==> config.mk <==
export PLATFORM = sky130hd
export DESIGN_NAME = quad_pos_counter
export DESIGN_NICKNAME = d
export VERILOG_FILES = /design/src/rtl/qpc_pkg.sv /design/src/rtl/qpc_input_cond.sv /design/src/rtl/qpc_step_decode.sv /design/src/rtl/qpc_index_qual.sv /design/src/rtl/qpc_count_core.sv /design/src/rtl/quad_pos_counter.sv
export SDC_FILE = /design/constraint.sdc
export NUM_CORES = 1
export LEC_CHECK = 0
export ABC_AREA = 1
export CORE_MARGIN = 2
export CORE_UTILIZATION = 65
export CTS_BUF_LIST = sky130_fd_sc_hd__clkbuf_4 sky130_fd_sc_hd__clkbuf_8
export DETAILED_ROUTE_END_ITERATION = 8
export DONT_BUFFER_PORTS = 1
export PLACE_DENSITY = 0.84
export SYNTH_ARGS = -nofsm -noshare
export SYNTH_HDL_FRONTEND = slang
export SYNTH_SLANG_ARGS = --single-unit
==> constraint.sdc <==
create_clock -name clk -period 3.4 [get_ports clk]
set_input_delay 0.85 -clock clk [delete_from_list [all_inputs] [get_ports clk]]
set_output_delay 0.85 -clock clk [all_outputs]
set_load 0.1 [all_outputs]
==> src/rtl/qpc_pkg.sv <==
package qpc_pkg;

    // Encoded so that the value equals the modulo-4 position difference
    typedef enum logic [1:0] {
        STEP_NONE = 2'd0,
        STEP_UP   = 2'd1,
        STEP_ERR  = 2'd2,
        STEP_DN   = 2'd3
    } step_e;

    // One conditioned sample: ab = {A, B}
    typedef struct packed {
        logic [1:0] ab;
        logic       idx;
    } smp_t;

endpackage

==> src/rtl/qpc_input_cond.sv <==
module qpc_input_cond
    import qpc_pkg::*;
(
    input  logic clk,
    input  logic rst_n,
    input  logic raw_a,
    input  logic raw_b,
    input  logic raw_idx,
    input  logic inv_a,
    input  logic inv_b,
    input  logic inv_idx,
    input  logic swap_ab,
    output smp_t cur,
    output smp_t prev
);

    logic cond_a;
    logic cond_b;
    smp_t prev_d;
    smp_t prev_q;

    always_comb begin
        cond_a  = raw_a ^ inv_a;
        cond_b  = raw_b ^ inv_b;
        cur.ab  = swap_ab ? {cond_b, cond_a} : {cond_a, cond_b};
        cur.idx = raw_idx ^ inv_idx;
        prev_d  = cur;
    end

    always_ff @(posedge clk or negedge rst_n) begin
        if (!rst_n) begin
            prev_q <= '0;
        end else begin
            prev_q <= prev_d;
        end
    end

    assign prev = prev_q;

endmodule

==> src/rtl/qpc_step_decode.sv <==
module qpc_step_decode
    import qpc_pkg::*;
(
    input  logic [1:0] old_ab,
    input  logic [1:0] new_ab,
    output step_e      step
);

    // Position along the forward cycle 00,10,11,01 -> 0,1,2,3
    function automatic logic [1:0] ab_to_pos(input logic [1:0] ab);
        return {ab[0], ab[1] ^ ab[0]};
    endfunction

    logic [1:0] delta;

    always_comb begin
        delta = ab_to_pos(new_ab) - ab_to_pos(old_ab);
        step  = step_e'(delta);
    end

endmodule

==> src/rtl/qpc_index_qual.sv <==
module qpc_index_qual
    import qpc_pkg::*;
(
    input  smp_t       cur,
    input  smp_t       prev,
    input  logic [1:0] gate,
    output logic       hit
);

    logic idx_rise;
    logic lvl_match;

    always_comb begin
        idx_rise  = cur.idx & ~prev.idx;
        lvl_match = (cur.ab == gate);
        hit       = idx_rise & lvl_match;
    end

endmodule

==> src/rtl/qpc_count_core.sv <==
module qpc_count_core
    import qpc_pkg::*;
#(
    parameter int CNT_W = 32
) (
    input  logic             clk,
    input  logic             rst_n,
    input  logic             enable,
    input  logic             ceil_mode,
    input  logic [CNT_W-1:0] ceiling,
    input  step_e            step,
    input  logic             idx_hit,
    output logic [CNT_W-1:0] count,
    output logic             dir_up,
    output logic             evt_dir_chg,
    output logic             evt_wrap_up,
    output logic             evt_wrap_dn,
    output logic             evt_phase_err,
    output logic             phase_err_sticky
);

    localparam logic [CNT_W-1:0] CNT_ZERO = '0;
    localparam logic [CNT_W-1:0] CNT_ONE  = CNT_W'(1);

    typedef struct packed {
        logic [CNT_W-1:0] cnt;
        logic             dir;
        logic             en;
        logic             sticky;
        logic             dir_chg;
        logic             wrap_up;
        logic             wrap_dn;
        logic             perr;
    } core_t;

    core_t st_d;
    core_t st_q;
    logic  dir_nxt;
    logic  at_top;
    logic  at_bottom;

    always_comb begin
        st_d         = st_q;
        st_d.dir_chg = 1'b0;
        st_d.wrap_up = 1'b0;
        st_d.wrap_dn = 1'b0;
        st_d.perr    = 1'b0;
        st_d.en      = enable;
        at_top       = (st_q.cnt == ceiling);
        at_bottom    = (st_q.cnt == CNT_ZERO);
        dir_nxt      = st_q.dir;
        if (step == STEP_UP) begin
            dir_nxt = 1'b1;
        end else if (step == STEP_DN) begin
            dir_nxt = 1'b0;
        end

        if (enable && !st_q.en) begin
            st_d.cnt    = CNT_ZERO;
            st_d.sticky = 1'b0;
        end else if (enable) begin
            if (step == STEP_ERR) begin
                st_d.perr   = 1'b1;
                st_d.sticky = 1'b1;
            end else begin
                st_d.dir     = dir_nxt;
                st_d.dir_chg = (dir_nxt != st_q.dir);
                if (!ceil_mode && idx_hit) begin
                    st_d.cnt     = CNT_ZERO;
                    st_d.wrap_up = dir_nxt;
                    st_d.wrap_dn = ~dir_nxt;
                end else if (step == STEP_UP) begin
                    if (ceil_mode && at_top) begin
                        st_d.cnt     = CNT_ZERO;
                        st_d.wrap_up = 1'b1;
                    end else begin
                        st_d.cnt = st_q.cnt + CNT_ONE;
                    end
                end else if (step == STEP_DN) begin
                    if (ceil_mode && at_bottom) begin
                        st_d.cnt     = ceiling;
                        st_d.wrap_dn = 1'b1;
                    end else begin
                        st_d.cnt = st_q.cnt - CNT_ONE;
                    end
                end
            end
        end
    end

    always_ff @(posedge clk or negedge rst_n) begin
        if (!rst_n) begin
            st_q     <= '0;
            st_q.dir <= 1'b1;
        end else begin
            st_q <= st_d;
        end
    end

    assign count            = st_q.cnt;
    assign dir_up           = st_q.dir;
    assign evt_dir_chg      = st_q.dir_chg;
    assign evt_wrap_up      = st_q.wrap_up;
    assign evt_wrap_dn      = st_q.wrap_dn;
    assign evt_phase_err    = st_q.perr;
    assign phase_err_sticky = st_q.sticky;

endmodule

==> src/rtl/quad_pos_counter.sv <==
module quad_pos_counter
    import qpc_pkg::*;
#(
    parameter int CNT_W = 32
) (
    input  logic             clk,
    input  logic             rst_n,
    input  logic             enable,
    input  logic             inv_a,
    input  logic             inv_b,
    input  logic             inv_idx,
    input  logic             swap_ab,
    input  logic [1:0]       idx_gate,
    input  logic             ceil_mode,
    input  logic [CNT_W-1:0] ceiling,
    input  logic             phase_a,
    input  logic             phase_b,
    input  logic             index_in,
    output logic [CNT_W-1:0] count,
    output logic             dir_up,
    output logic             evt_dir_chg,
    output logic             evt_wrap_up,
    output logic             evt_wrap_dn,
    output logic             evt_phase_err,
    output logic             phase_err_sticky
);

    smp_t  smp_cur;
    smp_t  smp_prev;
    step_e step;
    logic  idx_hit;

    qpc_input_cond u_cond (
        .clk     (clk),
        .rst_n   (rst_n),
        .raw_a   (phase_a),
        .raw_b   (phase_b),
        .raw_idx (index_in),
        .inv_a   (inv_a),
        .inv_b   (inv_b),
        .inv_idx (inv_idx),
        .swap_ab (swap_ab),
        .cur     (smp_cur),
        .prev    (smp_prev)
    );

    qpc_step_decode u_dec (
        .old_ab (smp_prev.ab),
        .new_ab (smp_cur.ab),
        .step   (step)
    );

    qpc_index_qual u_idx (
        .cur  (smp_cur),
        .prev (smp_prev),
        .gate (idx_gate),
        .hit  (idx_hit)
    );

    qpc_count_core #(
        .CNT_W (CNT_W)
    ) u_core (
        .clk              (clk),
        .rst_n            (rst_n),
        .enable           (enable),
        .ceil_mode        (ceil_mode),
        .ceiling          (ceiling),
        .step             (step),
        .idx_hit          (idx_hit),
        .count            (count),
        .dir_up           (dir_up),
        .evt_dir_chg      (evt_dir_chg),
        .evt_wrap_up      (evt_wrap_up),
        .evt_wrap_dn      (evt_wrap_dn),
        .evt_phase_err    (evt_phase_err),
        .phase_err_sticky (phase_err_sticky)
    );

endmodule

==> impl_results.md <==
- Fin. Hold Viols: 0
- Die ar.: 9990 µm²
- Clock skew: 0.0113 ns
- Synth Cell Area: 5980 µm²
- # resized after CTS: 0
- Yosys reg bits: 42
- Drt pass-1 iters: 5
- Outcome: finished, final reports clean
- DR WL/cell: 18.1 µm
- Primary FF master, synth: dfrtp_1
- Initial antenna violation count: 0
- Synth top cells by count: 379 x nand2_1, 140 x nor2_1, 100 x inv_1, 90 x nand3_1, 43 x buf_4
- Final slew viol count: 0
- Post-CTS Repair Setup Buffers: 0
- Num CTS Buffers: 5
- Hold Path Class: primary input to asynchronous set/reset pin
- Largest net degree at the start of global routing: 43
- Initial Util: 66.0%
- Max_cap viols: 0
- Syn Area/Cell: 5.70 µm²
- Final #Nets: 1074
- Root Driver: clkbuf_8
- Synth warnings: 0
- Critical Path RT: 3.64 ns
- Period utilisation layout: 80.2%
- Total GRT Usage: 41.5%
- H-Tree Depth: 2
- Clk_lat worst skew: 0.32 ns
- Vias per std cell: 5.82
- Max IR drop VDD: 549 µV
- Ranking of synthesized cells by area: nand2_1 24%, dfrtp_1 17%, nor2_1 8.8%
- RD Place Congestion: 1.08
- Number of synthesized flops with an enable pin: 0
- HPWL after detailed placement: 16.5 mm
- Via Count: 6621
- Area grow syn2layout: 1.13%
- Syn Nets: 1098
- Top-area cell type share of the netlist area: 23.8%
- Die W: 99.9 µm
- RSZ-0062 raised after global routing: false
- Sequential fraction of the synthesis area: 17.6%
- Tmin final: 2.73 ns
- Antenna cell count: 0
- Max Fanout on Critical Path: 17
- Post-Syn Instances: 1050
- Unique masters post-synth: 41
- Power per cell area: 1220 nW/µm²
- Residual DRC: 0
- Ports: 83
- Setup-failing EPs final: 0
- Crit path capture type: register
- GRT Residual Overflow: 0
- Die Y: 99.9 µm
- Post-synth ARST share: 100%
- Worst hold margin: 0.213 ns
- Slew headroom: 39.9%
- Setup TNS: 0 ns
- # rows: 35
- Max reg flops: 32
- Final WS setup: 0.674 ns
- Worst Setup Start Kind: primary input
- Clock buffer depth: 2
- Hold_buf cts: 0
- Clk slew on worst S/H paths: 0.11 ns
- Most frequent cell after synthesis: nand2_1
- Layout cells sized above 1: 11.7%
- Core area: 9060 µm²
- CTS tree: built
- ANT nets after route: 0
- Vias in the first global route: 6022
- Total power: 7.38 mW
- Clock sink count: 42
- Critical path type: primary input to register
- Dpl ws: 0.369 ns
- Arr. time, crit path: 2.97 ns
- Synth area leader: nand2_1
- Reg2reg setup slack: 0.93 ns
- Leak pwr: 3.13 nW
- Finished Layout Cells: 1138
- # port buffers: 0
- Worst Max-Slew Pin Slew: 0.902 ns
- Placed Cells incl. Taps: 1130
- Final WL: 20.7 mm
- Fmax: 367 MHz
- Global-route wire length before repair: 31.9 mm
- Detailed Route Iter0 Violations: 630
-- metal layers --
metal | GRT usage, % | vias up | routed length, µm
li1 | - | 3199 | -
met1 | 56.2 | 2953 | 8290
met2 | 66.2 | 403 | 9170
met3 | 6.75 | 66 | 2200
met4 | 16.8 | 0 | 986
met5 | 0 | - | 0
-- critical path, cell delays in order --
cell and delay (ns):
inv_1 0.05, nand2_1 0.06, nand2_1 0.09, xor2_1 0.15, inv_1 0.06, ha_1 0.21
xnor2_1 0.22, nand3b_1 0.23, nand2_2 0.11, nand3_2 0.11, nand2_2 0.06, nand2_2 0.26
buf_4 0.32, nand2_1 0.09, o21ai_1 0.09
-- metrics by stage --
| step | instance area (µm²) | utilization, % |
|---|---|---|
| final | 6050 | 66.7 |
| after global routing | 6050 | 66.7 |
| after CTS | 6050 | 66.7 |
| after detailed placement | 5960 | 65.7 |
| after global placement | 5960 | 65.7 |
| after floorplan | 5980 | - |
-- logic make-up after synthesis --
group / after synthesis / synth area share [%]
simple gates: 709 / 53.1
buf+inv: 182 / 15.5
compound gates: 67 / 6.36
xor+xnor: 47 / 6.88
flops: 42 / 17.6
fa+ha+maj: 3 / 0.627
-- report_power, final --
part	switching (mW)	internal, mW
combinational	4.08	1.68
sequential	0.593	0.656
clock	0.225	0.153
total	4.89	2.49
-- cell type report --
type,instances,area [µm²]
Sequential cell,42,1050
Inverter,108,407
Multi-Input combinational cell,826,4010
Fill cell,909,3010
Timing Repair Buffer,43,348
Clock inverter,3,26.3
Clock buffer,5,68.8
Tap cell,111,139
-- cell usage in the layout, fill, tap and decap left out, types with 16 or more instances in the layout --
master	Yosys	final
dfrtp_1	41	41
nand3_1	90	90
a21oi_1	23	22
buf_4	43	41
o21ai_1	16	16
nand4_1	21	21
nor2_1	140	140
xor2_1	36	36
inv_1	100	100
nand2_1	379	379
-- path summary, 6_finish.rpt --
path / start / to / depth (start not counted)
max: phase_a / u_core.count[1]$_DFFE_PN0P_ / 15
min: rst_n / u_core.count[26]$_DFFE_PN0P_ / 0
max reg2reg: u_core.count[1]$_DFFE_PN0P_ / u_core.evt_wrap_dn$_DFF_PN0_ / 10
min reg2reg: u_core.st_q[5]$_DFF_PN0_ / u_core.phase_err_sticky$_DFFE_PN0P_ / 1
max in group asynchronous: rst_n / u_core.dir_up$_DFFE_PN1P_ / 0
min in group clk: enable / u_core.st_q[5]$_DFF_PN0_ / 0
No activity file was read; power rests on OpenSTA's default activity.
